## config.mk

```make
export PLATFORM = sky130hd
export DESIGN_NAME = cyc_test_copro
export DESIGN_NICKNAME = d
export VERILOG_FILES = /design/src/rtl/cyc_test_pkg.sv /design/src/rtl/cyc_test_regfile.sv /design/src/rtl/cyc_test_irq_timer.sv /design/src/rtl/cyc_test_seq.sv /design/src/rtl/cyc_test_copro.sv
export SDC_FILE = /design/constraint.sdc
export NUM_CORES = 1
export LEC_CHECK = 0
export BUFFER_PORTS_ARGS = -buffer_cell sky130_fd_sc_hd__buf_2
export CORE_ASPECT_RATIO = 1.75
export CORE_MARGIN = 2
export CORE_UTILIZATION = 35
export DETAILED_ROUTE_END_ITERATION = 10
export SYNTH_ARGS = -nofsm -noshare
export SYNTH_HDL_FRONTEND = slang
export SYNTH_SLANG_ARGS = --single-unit
```

## constraint.sdc

```tcl
create_clock -name clk -period 5.3 [get_ports clk]
set_input_delay 1.325 -clock clk [delete_from_list [all_inputs] [get_ports clk]]
set_output_delay 1.325 -clock clk [all_outputs]
set_load 0.05 [all_outputs]
```

## src/rtl/cyc_test_pkg.sv

```systemverilog
package cyc_test_pkg;
  localparam int IDX_W   = 4;
  localparam int N_LINES = 2;
  localparam int OPC_W   = 4;
  // command word field positions
  localparam int F_REG   = 16;
  localparam int F_OPC   = 20;
  localparam int F_OPR   = 0;
  localparam int F_BLK   = 12;
  localparam int F_LONG  = 22;

  typedef enum logic [2:0] {
    CK_REG_WR = 3'd0,
    CK_REG_RD = 3'd1,
    CK_OPER   = 3'd2,
    CK_BLK_LD = 3'd3,
    CK_BLK_ST = 3'd4
  } cmd_kind_e;

  localparam logic [OPC_W-1:0] OP_STALL = 4'd0;
  localparam logic [OPC_W-1:0] OP_FARM  = 4'd1;
  localparam logic [OPC_W-1:0] OP_IARM  = 4'd2;
  localparam logic [OPC_W-1:0] OP_FOFF  = 4'd3;
  localparam logic [OPC_W-1:0] OP_IOFF  = 4'd4;
  localparam logic [OPC_W-1:0] OP_STAMP = 4'd5;

  typedef enum logic [1:0] {
    SQ_IDLE  = 2'd0,
    SQ_STALL = 2'd1,
    SQ_LD2   = 2'd2,
    SQ_ST2   = 2'd3
  } sq_state_e;
endpackage

```

## src/rtl/cyc_test_regfile.sv

```systemverilog
module cyc_test_regfile #(
  parameter int DATA_W = 32,
  parameter int AW     = 4,
  localparam int DEPTH = 1 << AW
) (
  input  logic              clk,
  input  logic              we,
  input  logic [AW-1:0]     wa,
  input  logic [DATA_W-1:0] wd,
  input  logic [AW-1:0]     ra,
  output logic [DATA_W-1:0] rd
);
  // small distributed memory: one write port, asynchronous read
  logic [DATA_W-1:0] mem [DEPTH];

  always_ff @(posedge clk) begin
    if (we) mem[wa] <= wd;
  end

  assign rd = mem[ra];
endmodule

```

## src/rtl/cyc_test_irq_timer.sv

```systemverilog
module cyc_test_irq_timer #(
  parameter int CNT_W = 32
) (
  input  logic             clk,
  input  logic             rst,
  input  logic             arm,
  input  logic             clear,
  input  logic [CNT_W-1:0] count,
  output logic             line_n
);
  logic             pend_q;
  logic [CNT_W-1:0] cnt_q;

  always_ff @(posedge clk) begin
    if (rst) begin
      line_n <= 1'b1;
      pend_q <= 1'b0;
      cnt_q  <= '0;
    end else if (clear) begin
      line_n <= 1'b1;
      pend_q <= 1'b0;
    end else if (arm) begin
      if (count == '0) begin
        line_n <= 1'b0;
        pend_q <= 1'b0;
      end else begin
        pend_q <= 1'b1;
        cnt_q  <= count;
      end
    end else if (pend_q) begin
      if (cnt_q == CNT_W'(1)) begin
        line_n <= 1'b0;
        pend_q <= 1'b0;
      end else begin
        cnt_q <= cnt_q - 1'b1;
      end
    end
  end

  AST_CLEAR_RAISES: assert property (@(posedge clk) disable iff (rst)
    clear |=> line_n);
  AST_FALL_HAS_CAUSE: assert property (@(posedge clk) disable iff (rst)
    $fell(line_n) |-> ($past(arm) || $past(pend_q)));
  AST_ZERO_ARM_NOW: assert property (@(posedge clk) disable iff (rst)
    (arm && !clear && count == '0) |=> !line_n);
  AST_PEND_NONZERO: assert property (@(posedge clk) disable iff (rst)
    pend_q |-> (cnt_q != '0));
endmodule

```

## src/rtl/cyc_test_seq.sv

```systemverilog
module cyc_test_seq
  import cyc_test_pkg::*;
#(
  parameter int DATA_W = 32,
  parameter int CMD_W  = 24
) (
  input  logic               clk,
  input  logic               rst,
  input  logic               cmd_valid,
  input  logic [2:0]         cmd_kind,
  input  logic [CMD_W-1:0]   cmd_word,
  input  logic [DATA_W-1:0]  wr_data,
  input  logic [DATA_W-1:0]  rf_rd,
  output logic               rf_we,
  output logic [IDX_W-1:0]   rf_wa,
  output logic [DATA_W-1:0]  rf_wd,
  output logic [IDX_W-1:0]   rf_ra,
  output logic [N_LINES-1:0] arm,
  output logic [N_LINES-1:0] clr,
  output logic               busy,
  output logic               done,
  output logic               cant,
  output logic               rd_valid,
  output logic [DATA_W-1:0]  rd_data
);
  sq_state_e         state_q;
  logic [DATA_W-1:0] wcnt_q;
  logic [DATA_W-1:0] cyc_q;
  logic [IDX_W-1:0]  blk_q;
  logic [IDX_W-1:0]  blk_nx;
  logic              accept;
  logic [OPC_W-1:0]  opc;
  logic              long_f;
  logic [IDX_W-1:0]  f_reg, f_opr, f_blk;

  assign accept = cmd_valid && (state_q == SQ_IDLE);
  assign opc    = cmd_word[F_OPC +: OPC_W];
  assign long_f = cmd_word[F_LONG];
  assign f_reg  = cmd_word[F_REG +: IDX_W];
  assign f_opr  = cmd_word[F_OPR +: IDX_W];
  assign f_blk  = cmd_word[F_BLK +: IDX_W];
  assign blk_nx = blk_q + 1'b1;

  // read address select
  always_comb begin
    rf_ra = f_reg;
    if (state_q == SQ_ST2) rf_ra = blk_nx;
    else if (cmd_kind == CK_OPER) rf_ra = f_opr;
    else if (cmd_kind == CK_BLK_ST) rf_ra = f_blk;
  end

  // write port select
  always_comb begin
    rf_we = 1'b0;
    rf_wa = f_reg;
    rf_wd = wr_data;
    if (state_q == SQ_LD2) begin
      rf_we = 1'b1;
      rf_wa = blk_nx;
    end else if (accept) begin
      if (cmd_kind == CK_REG_WR) begin
        rf_we = 1'b1;
      end else if (cmd_kind == CK_BLK_LD) begin
        rf_we = 1'b1;
        rf_wa = f_blk;
      end else if (cmd_kind == CK_OPER && opc == OP_STAMP) begin
        rf_we = 1'b1;
        rf_wa = f_opr;
        rf_wd = cyc_q;
      end
    end
  end

  // interrupt line controls: index 0 fast, index 1 normal
  always_comb begin
    arm = '0;
    clr = '0;
    if (accept && cmd_kind == CK_OPER) begin
      arm[0] = (opc == OP_FARM);
      arm[1] = (opc == OP_IARM);
      clr[0] = (opc == OP_FOFF);
      clr[1] = (opc == OP_IOFF);
    end
  end

  always_ff @(posedge clk) begin
    if (rst) begin
      state_q  <= SQ_IDLE;
      wcnt_q   <= '0;
      cyc_q    <= '0;
      blk_q    <= '0;
      busy     <= 1'b0;
      done     <= 1'b0;
      cant     <= 1'b0;
      rd_valid <= 1'b0;
      rd_data  <= '0;
    end else begin
      cyc_q    <= cyc_q + 1'b1;
      done     <= 1'b0;
      cant     <= 1'b0;
      rd_valid <= 1'b0;
      case (state_q)
        SQ_STALL: begin
          if (wcnt_q == DATA_W'(1)) begin
            state_q <= SQ_IDLE;
            busy    <= 1'b0;
            done    <= 1'b1;
          end else begin
            wcnt_q <= wcnt_q - 1'b1;
          end
        end
        SQ_LD2: begin
          state_q <= SQ_IDLE;
          busy    <= 1'b0;
          done    <= 1'b1;
        end
        SQ_ST2: begin
          rd_data  <= rf_rd;
          rd_valid <= 1'b1;
          state_q  <= SQ_IDLE;
          busy     <= 1'b0;
          done     <= 1'b1;
        end
        default: begin
          if (cmd_valid) begin
            case (cmd_kind)
              CK_REG_WR: done <= 1'b1;
              CK_REG_RD: begin
                rd_data  <= rf_rd;
                rd_valid <= 1'b1;
                done     <= 1'b1;
              end
              CK_OPER: begin
                if (opc == OP_STALL) begin
                  if (rf_rd == '0) begin
                    done <= 1'b1;
                  end else begin
                    state_q <= SQ_STALL;
                    busy    <= 1'b1;
                    wcnt_q  <= rf_rd;
                  end
                end else if (opc <= OP_STAMP) begin
                  done <= 1'b1;
                end else begin
                  done <= 1'b1;
                  cant <= 1'b1;
                end
              end
              CK_BLK_LD: begin
                blk_q <= f_blk;
                if (long_f) begin
                  state_q <= SQ_LD2;
                  busy    <= 1'b1;
                end else begin
                  done <= 1'b1;
                end
              end
              CK_BLK_ST: begin
                blk_q    <= f_blk;
                rd_data  <= rf_rd;
                rd_valid <= 1'b1;
                if (long_f) begin
                  state_q <= SQ_ST2;
                  busy    <= 1'b1;
                end else begin
                  done <= 1'b1;
                end
              end
              default: begin
                done <= 1'b1;
                cant <= 1'b1;
              end
            endcase
          end
        end
      endcase
    end
  end

  AST_STALL_ENDS: assert property (@(posedge clk) disable iff (rst)
    (state_q == SQ_STALL && wcnt_q == DATA_W'(1)) |=> (done && !busy));
  AST_CANT_HAS_DONE: assert property (@(posedge clk) disable iff (rst)
    cant |-> done);
  AST_BUSY_NO_WRITE: assert property (@(posedge clk) disable iff (rst)
    (busy && state_q != SQ_LD2) |-> !rf_we);
  AST_LINE_CTRL_ONEHOT: assert property (@(posedge clk) disable iff (rst)
    $onehot0({arm, clr}));
  AST_LONG_ONE_BEAT: assert property (@(posedge clk) disable iff (rst)
    (state_q == SQ_LD2 || state_q == SQ_ST2) |=> !busy);
  AST_CYC_STEP: assert property (@(posedge clk) disable iff (rst)
    1'b1 |=> (cyc_q == DATA_W'($past(cyc_q) + 1'b1)));
endmodule

```

## src/rtl/cyc_test_copro.sv

```systemverilog
module cyc_test_copro
  import cyc_test_pkg::*;
#(
  parameter int DATA_W = 32,
  parameter int CMD_W  = 24
) (
  input  logic              clk,
  input  logic              rst,
  input  logic              cmd_valid,
  input  logic [2:0]        cmd_kind,
  input  logic [CMD_W-1:0]  cmd_word,
  input  logic [DATA_W-1:0] wr_data,
  output logic              busy,
  output logic              done,
  output logic              cant,
  output logic              rd_valid,
  output logic [DATA_W-1:0] rd_data,
  output logic              fiq_n,
  output logic              irq_n
);
  logic               rf_we;
  logic [IDX_W-1:0]   rf_wa, rf_ra;
  logic [DATA_W-1:0]  rf_wd, rf_rd;
  logic [N_LINES-1:0] arm, clr, lines_n;

  cyc_test_regfile #(.DATA_W(DATA_W), .AW(IDX_W)) u_rf (
    .clk(clk), .we(rf_we), .wa(rf_wa), .wd(rf_wd), .ra(rf_ra), .rd(rf_rd)
  );

  cyc_test_seq #(.DATA_W(DATA_W), .CMD_W(CMD_W)) u_seq (
    .clk(clk), .rst(rst), .cmd_valid(cmd_valid), .cmd_kind(cmd_kind),
    .cmd_word(cmd_word), .wr_data(wr_data), .rf_rd(rf_rd),
    .rf_we(rf_we), .rf_wa(rf_wa), .rf_wd(rf_wd), .rf_ra(rf_ra),
    .arm(arm), .clr(clr), .busy(busy), .done(done), .cant(cant),
    .rd_valid(rd_valid), .rd_data(rd_data)
  );

  for (genvar g = 0; g < N_LINES; g++) begin : g_line
    cyc_test_irq_timer #(.CNT_W(DATA_W)) u_tmr (
      .clk(clk), .rst(rst), .arm(arm[g]), .clear(clr[g]),
      .count(rf_rd), .line_n(lines_n[g])
    );
  end

  assign fiq_n = lines_n[0];
  assign irq_n = lines_n[1];
endmodule

```

# Word-level counts from Yosys, hierarchy flattened
# Memories as Yosys holds them, arrays and structs flattened.
# Index checks and enable logic that the tools add are counted.
# totals
latchBits	0
mem_bits_ro	0
word_cells	173
register_bits	174
ram_bits	512
mem_count	1
# memory_table
name	words	word_bits	rd	rd_ports_with_merged_regs	write_ports	line_no	text
u_rf.mem	16	32	1	0	1	cyc_test_regfile.sv:14	logic [DATA_W-1:0] mem [DEPTH];
# op_classes
eq_ne	29
bitwise_logic	6
n_shift	0
n_mux	79
n_reduce_logical	37
add_sub_neg	5
order_cmp	1
mul	0
div	0
# op_table
operator	count
two-way mux 32 bit	18
one-hot mux 32 bit (2 select lines)	2
== test 32 x 1 -> 1 bit (second input constant)	3
subtractor 32 x 1 -> 32 bit (second input constant)	3
two-way mux 1 bit	35
adder 32 x 1 -> 32 bit (second input constant)	1
logical NOT 32 bit	1
two-way mux 4 bit	8
nonzero test 2 bit	9
two-way mux 2 bit	8
!= test 4 bit (second input constant)	4
!= test 2 bit (second input constant)	6
one-hot mux 1 bit (2 select lines)	6
AND reduction 3 bit	4
AND reduction 6 bit	2
OR reduction 2 bit	6
== test 4 x 2 -> 1 bit (second input constant)	2
== test 4 x 3 -> 1 bit (second input constant)	2
AND reduction 4 bit	2
AND reduction 7 bit	1
== test 3 x 2 -> 1 bit (second input constant)	2
!= test 2 x 1 -> 1 bit (second input constant)	3
inverter 1 bit	6
one-hot mux 2 bit (3 select lines)	1
19 further kinds	22

# Logic depth before layout (Yosys ltp)
# Gate-level depths: netlist of the first run.
# An unclocked memory read counts as a cell.
# logic_depth
ltp_word	11
ltp_mapped	21

# By module
# Synthesis of the first run repeated with hierarchy kept, for this count alone.
# unflattened
hier_cells	2226
area_unflattened_um2	30146.4
# by_module_without_submodules
module	n_inst	seq_area_each_um2	area_each_um2	cells_per_inst
cyc_test_regfile	1	15374.7	19195.9	806
cyc_test_seq	1	2122.0	6133.4	794
cyc_test_irq_timer	2	680.7	2408.6	313

# Worst setup path after synthesis of the first run
# No wires, ideal clock.
# synth_path
path_type	input to register
from	in cmd_kind[0]
to	reg u_seq.wcnt_q[18]
n_path_buf	5
setup_time_ns	0.133
path_stages	18
arrival_time_ns	4.747
required_time_ns	5.167
setup_slack_ns	0.419
path_cell_list	or3b_1 -> a32oi_2 -> o21ai_2 -> buf_2 -> buf_6 -> buf_2 -> nand2_1 -> nand3_1 -> a32oi_1 -> o311ai_1 -> nor4_1 -> nand4_1 -> or4_4 -> a41oi_4 -> or2_1 -> buf_4 -> buf_6 -> o22ai_1
# synth_via
elab_chain_len	10
elab_cells_between_ends	15
classes_between	eq/ne (3); mux (8); reduce/logical (3); memory (1)
# synth_lines
item	line_no	text
from (decl)	cyc_test_copro.sv:10	input logic [2:0] cmd_kind,
== test 3 bit	cyc_test_seq.sv:49	else if (cmd_kind == CK_BLK_ST) rf_ra = f_blk;
two-way mux 4 bit	cyc_test_seq.sv:49	
two-way mux 4 bit	cyc_test_seq.sv:48	else if (cmd_kind == CK_OPER) rf_ra = f_opr;
two-way mux 4 bit	cyc_test_seq.sv:47	if (state_q == SQ_ST2) rf_ra = blk_nx;
memory (16 x 32 bit)	-	
two-way mux 32 bit	cyc_test_seq.sv:135	if (rf_rd == '0) begin
two-way mux 32 bit	cyc_test_seq.sv:134	if (opc == OP_STALL) begin
two-way mux 32 bit	cyc_test_seq.sv:126	case (cmd_kind)
two-way mux 32 bit	cyc_test_seq.sv:125	if (cmd_valid) begin
one-hot mux 32 bit (2 select lines)	cyc_test_seq.sv:102	case (state_q)
to (signal assigned)	cyc_test_seq.sv:109	wcnt_q <= wcnt_q - 1'b1;
to (signal assigned)	cyc_test_seq.sv:140	wcnt_q <= rf_rd;
to (decl)	cyc_test_seq.sv:27	logic [DATA_W-1:0] wcnt_q;
# Several ways; a longest one is shown, not always the timed one. The select of a mux whose other input is x is not followed.
# A chain may end at the register's enable or synchronous reset.

# Worst setup path after layout of the first run
# layout_path
from	in cmd_kind[1]
to	reg u_seq.wcnt_q[29]
# The elaborated chain is that of the path after synthesis.

==> summary.md, run 1 <==
| Metric | Value |
|---|---|
| Status | finished clean |
| Starting Density | between 30% and 40% |
| Max-Cap Viols | 0 |
| Yosys cell types | 80 |
| Final TNS setup | 0 ns |
| Max_slew headroom | 33.6% |
| Worst EP required | 5.82 ns |
| First-pass GRT wire length | 140 mm |
| Synthesized instance count | ~2700 |
| Synth warnings | 0 |
| Post-synth EDFFs | roughly 500 |
| First-pass detailed-route iteration total | 6 |
| Post-synthesis area per instance | 11.0 um^2 |
| IO buf count | 91 |
| Clock Sinks | a little under 700 |
| Gr ovfl total | 0 |
| Worst skew pair latency | about 0.63 ns |
| Die X-Extent | 225 um |
| Largest net degree at the start of global routing | 52 |
| Unrepaired setup endpoints after global routing | no |
| H-tree depth | 2 |
| Via count | approximately 23000 |
| Post-synth top area cell | edfxtp_1 |
| Fraction of layout cells with a size suffix above 1 | between 10% and 20% |
| Nets | 3021 |
| Dpl cell area | 33500 um^2 |
| Pre-CTS setup slack | -0.501 ns |
| Post-synth top cells | edfxtp_1, nand2_1, nand3_1, nor2_1, dfxtp_1 |
| Num CTS Buffers | a little under 60 |
| Actual slew at the worst max-slew pin | 0.987 ns |
| Overall Global Routing Usage | 21.2% |
| Final setup fails | 0 |
| Row Count | 141 |
| Cell area after layout | 35400 um^2 |
| Min Hold Slack | ~0.46 ns |
| R2R cell count | 16 |
| Fin crit period | between 5 and 6 ns |
| Max FO, Critical Path | 27 |
| Dominant synthesized flop cell | edfxtp_1 |
| Top post-synthesis cells by area | edfxtp_1, dfxtp_1, nand2_1 |
| Avg Vias per Cell | approximately 5.6 |
| Slack of the critical path | roughly 0.17 ns |
| Number of global-route vias before repair | about 22000 |
| Die Footprint | between 80000 and 90000 um^2 |
| DRC viols | 0 |
| Clk root buf | clkbuf_16 |
| Total core area | around 85000 um^2 |
| Post-synth ARST share | 0% |
| Wire per inst | between 20 and 25 um |
| Synth Net Count | 2787 |
| Post-Place Cells | 3957 |
| Startpoint Class | primary input |
| Power density cells | about 350 nW/um^2 |
| Synth-to-layout area growth | 18.3% |
| Critical Path Source | cmd_kind[1] |
| Placer Congestion | ~0.95 |
| Final hold violations | 0 |
| Max VDD drop | roughly 300 uV |
| Antenna Violating Nets Remaining | 0 |
| Final period utilization | a little over nine tenths |
| Worst Hold Class | register to register |
| Most common cell in the synthesized netlist | edfxtp_1 |
| Reg-to-reg critical path endpoint | u_seq.wcnt_q[29]$_SDFFE_PP0P_ |
| Total I/O pin count | 100 |
| Post-Layout Cell Count | between 4000 and 5000 |
| CTS clock-pin slew for the worst setup and hold paths | roughly 0.07 ns |
| CTS tree | done |
| Power Total | roughly 12 mW |
| Yosys top cell area share | about half |
| Initial antenna violation count | 3 |
| Crit path DAT | between 5 and 6 ns |
| Die Ht | roughly 390 um |
| Slew Limit Fails | 0 |
| DRT Wirelength | 94.3 mm |
| Part of the Yosys area used for sequential elements | between 60 and 70% |
| Finished Core Util | about two fifths |
| FF-to-FF Start | u_seq.state_q[0]$_SDFFE_PP0P_ |
| Setup crit end | u_seq.wcnt_q[29]$_SDFFE_PP0P_ |
| Reg2reg setup slack | 0.34 ns |
| Initial drt markers | 1810 |
| Clock Skews | between 0.02 and 0.025 ns |
| Post-synthesis register bit count | approximately 700 |
| Worst setup EP type | register |
| Leakage | approximately 13 nW |
| DP HPWL | about 63 mm |
| Clock Tree Buf Depth | 3 |
| Critical path type | primary input to register |
| FMAX | about 0.19 GHz |
| Synthesized area | 29900 um^2 |
## where the power goes
part | switching (mW) | internal (mW) | leakage, nW
combinational | 1.34 | 0.672 | 5.60
sequential | 0.0424 | 5.88 | 6.02
clock | 2.02 | 2.35 | 0.929
## repair_timing
| item | 4_1_cts | 5_1_grt |
|---|---|---|
| setup endpoints to repair | 0 | 25 |
| hold buffers | 0 | 0 |
| setup buffers | 0 | 1 |
| endpoints found under the hold margin | 0 | 0 |
| gates resized for setup | 0 | 2 |
## per-layer routing
layer	track usage, %	part of all wire [%]	vias to the layer above
li1	-	-	10500
met1	23.5	37	11200
met2	38.8	51	767
met3	2.33	5.0	257
met4	12.9	6.6	2
met5	0	0.0074	-
## kinds of logic (layout without fill, tap and decap cells)
logic type,after synthesis,count (layout),synth area share (%)
xor+xnor,29,29,0.849
simple gates,1153,1153,17.2
other cells,0,3,0
mux,86,86,3.01
buf+inv,201,484,3.28
fa+ha+maj,13,13,0.544
flops,686,686,63.0
compound gates,544,544,12.1
## layout by cell type, fill, tap and decap left out, drive strengths merged, types with 8 or more instances in the layout
master | synthesis | final
a211oi | 35 | 35
a21oi | 159 | 159
a221o | 18 | 18
a221oi | 19 | 19
a31oi | 54 | 54
a32oi | 37 | 37
and3 | 20 | 20
buf | 95 | 344
clkbuf | 75 | 68
clkinv | 0 | 21
clkinvlp | 0 | 9
dfxtp | 174 | 174
edfxtp | 512 | 512
ha | 13 | 13
inv | 31 | 36
mux2 | 33 | 33
mux2i | 53 | 53
nand2 | 508 | 508
nand2b | 26 | 26
nand3 | 225 | 225
nand4 | 16 | 16
nor2 | 204 | 204
nor2b | 8 | 8
nor3 | 62 | 62
nor4 | 24 | 24
o21ai | 98 | 98
o22ai | 32 | 32
or2 | 9 | 9
or3 | 26 | 26
xnor2 | 8 | 8
xor2 | 21 | 21
## state kept, by name, indices dropped and copies added (netlist names), 2 cells and up
name                 flops
g_line.u_tmr.cnt_q      64
u_seq.cyc_q             32
u_seq.rd_data           32
g_line.u_tmr.line_n      2
u_seq.wcnt_q            32
g_line.u_tmr.pend_q      2
u_seq.blk_q              4
u_seq.state_q            2
u_rf.mem               512
## critical path, cell delays in order
cell and delay, ns:
buf_2 0.22, nand2b_1 0.14, o22ai_1 0.15, nand2_1 0.14, a32o_4 0.38, buf_12 0.18
buf_4 0.17, a21oi_1 0.11, a221o_1 0.18, nand3_1 0.29, nand2b_1 0.25, or4_1 0.55
or4_4 0.69, a41oi_4 0.26, buf_12 0.20, a21oi_1 0.06, o32ai_1 0.29
## worst min-delay path by stage
stage,start,end,slack [ns],cells past startpoint
4_1_cts,u_seq.cyc_q[0]$_SDFF_PP0_,u_seq.cyc_q[0]$_SDFF_PP0_,0.46,1
5_1_grt,u_seq.cyc_q[0]$_SDFF_PP0_,u_seq.cyc_q[0]$_SDFF_PP0_,0.48,1
2_1_floorplan,u_seq.cyc_q[0]$_SDFF_PP0_,u_seq.cyc_q[0]$_SDFF_PP0_,0.42,1
3_5_place_dp,u_seq.cyc_q[0]$_SDFF_PP0_,u_seq.cyc_q[0]$_SDFF_PP0_,0.44,1
6_report,u_seq.cyc_q[0]$_SDFF_PP0_,u_seq.cyc_q[0]$_SDFF_PP0_,0.46,1
3_3_place_gp,u_seq.cyc_q[0]$_SDFF_PP0_,u_seq.cyc_q[0]$_SDFF_PP0_,0.44,1
## cell type report
type | instances | area, um^2
clock buffers | 68 | 1510
repair buffers | 344 | 2850
fillers | 7956 | 49100
flip-flops and latches | 686 | 18900
multi-input cells | 1825 | 10300
well taps | 1072 | 1340
diodes | 3 | 7.51
inverters | 31 | 116
clock inverters | 41 | 404
(Power assumes the default switching activity.)
==> inputs of run 2 (changes only) <==
Settings changed: CORE_UTILIZATION 35 to 39, PLACE_DENSITY set to 0.63.
==> run 2 against run 1 <==
  * Critical path depth unchanged
  * Power is 0.39% lower
  * Register-to-register slack improved by 0.03 ns
  * Utilization increased by 4.4 points
  * Non-clock buffer count fell by 21
  * Clock skew grew 0.00098 ns
  * Critical endpoint is now g_line[1].u_tmr.cnt_q[29]$_SDFFE_PP0P_
==> summary.md, run 2 (synthesis results as in run 1) <==
| Metric | Value |
|---|---|
| Status | finished clean (unchanged) |
| Gr ovfl total | 0 (unchanged) |
| R2R cell count | 20 (was 16) |
| Via count | 23100 (was 22700) |
| Clk root buf | clkbuf_16 (unchanged) |
| Worst Hold Class | register to register (unchanged) |
| IO buf count | 91 (unchanged) |
| FILL cells | 6917 (was 7956) |
| DRC viols | 0 (unchanged) |
| Cell area after layout | 35200 um^2 (was 35400 um^2) |
| H-tree depth | 2 (unchanged) |
| Placer Congestion | 0.975 (was 0.947) |
| Slew Limit Fails | 0 (unchanged) |
| Met2 WL post-DR | 46.7 mm (was 48.5 mm) |
| Clock Sinks | 686 (unchanged) |
| Post-Layout Cell Count | 3999 (was 4070) |
| Clock Tree Buf Depth | 3 (unchanged) |
| Highest routed metal layer | met5 (unchanged) |
| Hold path cells | 1 (unchanged) |
| Top reg by flops | u_rf.mem (unchanged) |
| Dpl cell area | 33300 um^2 (was 33500 um^2) |
| Nets | 3000 (was 3021) |
| CTS clock-pin slew for the worst setup and hold paths | 0.07 ns (about the same) |
| Die Footprint | 79100 um^2 (was 88000 um^2) |
| Max VDD drop | 261 uV (was 304 uV) |
| Die Ht | 370 um (was 391 um) |
| FMAX | 0.197 GHz (was 0.195 GHz) |
| FF-to-FF Start | u_seq.state_q[0]$_SDFFE_PP0P_ (unchanged) |
| Area of the multi-input gates | 10300 um^2 (about the same) |
| Clock Skews | 0.0256 ns (was 0.0247 ns) |
| Synth-to-layout area growth | 17.8% (was 18.3%) |
| First-pass GRT wire length | 138 mm (was 140 mm) |
| Row Count | 134 (was 141) |
| First-pass detailed-route iteration total | 6 (unchanged) |
| DRT Wirelength | 93.2 mm (was 94.3 mm) |
| Die X-Extent | 213 um (was 225 um) |
| Max_slew headroom | 25.8% (was 33.6%) |
| Critical path type | primary input to register (unchanged) |
| Number of flip-flops in the largest register | 512 (unchanged) |
| Starting Density | 39.3% (was 35.4%) |
| Initial antenna violation count | 6 (was 3) |
| Initial drt markers | 2409 (was 1810) |
| Total I/O pin count | 100 (unchanged) |
| Reg-to-reg critical path endpoint | g_line[1].u_tmr.cnt_q[29]$_SDFFE_PP0P_ (was u_seq.wcnt_q[29]$_SDFFE_PP0P_) |
| Reg2reg setup slack | 0.37 ns (was 0.34 ns) |
| Post_cts resized | 0 (unchanged) |
| Post-CTS setup buffer count | 0 (unchanged) |
| Number of global-route vias before repair | 22600 (was 22200) |
| CTS tree | done (unchanged) |
| Wire per inst | 23.3 um (was 23.2 um) |
| DP HPWL | 62.2 mm (was 63.1 mm) |
| Post-Place Cells | 3885 (was 3957) |
| Worst skew pair latency | 0.64 ns (was 0.63 ns) |
| Area occupied by registers | 18900 um^2 (unchanged) |
| Actual slew at the worst max-slew pin | 1.10 ns (was 0.987 ns) |
| Fraction of layout cells with a size suffix above 1 | 16.6% (was 17.6%) |
| Cts hold-fix bufs | 0 (unchanged) |
| Overall Global Routing Usage | 23.2% (was 21.2%) |
| Largest registers | u_rf.mem: 512 flops, g_line.u_tmr.cnt_q: 64 flops (unchanged) |
| Worst Min Path Start | u_seq.cyc_q[0]$_SDFF_PP0_ (unchanged) |
| Commonest non-fill, non-tap cell in the layout | edfxtp_1 (unchanged) |
| Fin crit period | 5.08 ns (was 5.13 ns) |
| M1 WL | 34.2 mm (was 34.8 mm) |
| Worst Hold Endpoint | u_seq.cyc_q[0]$_SDFF_PP0_ (unchanged) |
| Num CTS Buffers | 58 (unchanged) |
| Max-Cap Viols | 0 (unchanged) |
| Antenna Violating Nets Remaining | 0 (unchanged) |
| Avg Vias per Cell | 5.77 (was 5.59) |
| Startpoint Class | primary input (unchanged) |
| Worst setup EP type | register (unchanged) |
| Final period utilization | 95.8% (was 96.8%) |
| Power density cells | 348 nW/um^2 (about the same) |
| Largest net degree at the start of global routing | 79 (was 52) |
| Max FO, Critical Path | 24 (was 27) |
| Total core area | 76100 um^2 (was 84500 um^2) |
| Metal3 WL | 6.13 mm (was 4.75 mm) |
| Final setup fails | 0 (unchanged) |
| Unrepaired setup endpoints after global routing | no (unchanged) |
| Worst EP required | 5.85 ns (was 5.82 ns) |
| Leakage | 12.5 nW (about the same) |
| Most frequent cells in the layout | edfxtp_1, nand2_1, nand3_1 (unchanged) |
| Crit path DAT | 5.62 ns (was 5.65 ns) |
| Final hold violations | 0 (unchanged) |
==> run 2: changes by cell type in the layout (fill, tap and decap cells not counted), sizes merged <==
cell and change:
buf -21, clkbuf +23, inv -2, bufinv -3, clkinv -11, clkinvlp -9, diode +4
==> run 2: area by class of cell <==
| cell class | instances | area share (%) |
|---|---|---|
| diodes | 7 | 0.0497 |
| clock buffers | 91 | 4.96 |
| clock inverters | 16 | 0.493 |
| inverters | 31 | 0.330 |
| multi-input cells | 1825 | 29.2 |
| flip-flops and latches | 686 | 53.5 |
| well taps | 1020 | 3.62 |
| repair buffers | 323 | 7.80 |
==> run 2: per-layer routing <==
layer | up-vias | GRT usage, %
li1 | 10500 | -
met1 | 11300 | 26.6
met2 | 1013 | 40.8
met3 | 272 | 2.99
met4 | 2 | 14.3
met5 | - | 0
==> run 2: critical path, stage by stage <==
cell      delay (ns)
buf_2           0.20
nand2b_1        0.26
o22ai_1         0.14
nand2_1         0.16
a32o_4          0.46
buf_12          0.23
buf_4           0.26
nand3_1         0.12
a311oi_2        0.53
and4_1          0.26
nand4_1         0.14
or4_4           0.60
buf_12          0.19
a21oi_4         0.24
buf_4           0.19
nor2_1          0.05
nor3_1          0.18
==> run 2: how the worst max path moves through the flow <==
stage	startpoint	end	slack (ns)	cells after the start
floorplan	cmd_kind[0]	u_seq.wcnt_q[18]$_SDFFE_PP0P_	0.42	18
global placement	cmd_kind[0]	g_line[0].u_tmr.cnt_q[16]$_SDFFE_PP0P_	-0.29	17
detailed placement	cmd_kind[0]	g_line[1].u_tmr.cnt_q[29]$_SDFFE_PP0P_	-0.36	17
CTS	cmd_kind[0]	g_line[1].u_tmr.cnt_q[29]$_SDFFE_PP0P_	0.30	17
global route	cmd_kind[0]	g_line[1].u_tmr.cnt_q[29]$_SDFFE_PP0P_	0.09	17
finish	cmd_kind[0]	g_line[1].u_tmr.cnt_q[29]$_SDFFE_PP0P_	0.22	17
==> run 2: power by group <==
group / leakage, nW / switching [mW] / internal, mW
Combinational: 5.51 / 1.32 / 0.656
Sequential: 6.02 / 0.0459 / 5.88
Clock: 0.948 / 1.95 / 2.41
Total: 12.5 / 3.31 / 8.94
==> run 2: per-stage QoR <==
step	setup slack [ns]	setup TNS, ns	util [%]	hold WS (ns)	power (mW)
floorplan	0.419	0	-	0.422	7.06
global placement	-0.292	-18.77	43.8	0.440	7.96
detailed placement	-0.364	-24.85	43.8	0.448	7.99
CTS	0.301	0	46.3	0.465	12.3
global route	0.0910	0	46.3	0.497	12.6
finish	0.223	0	46.3	0.468	12.3
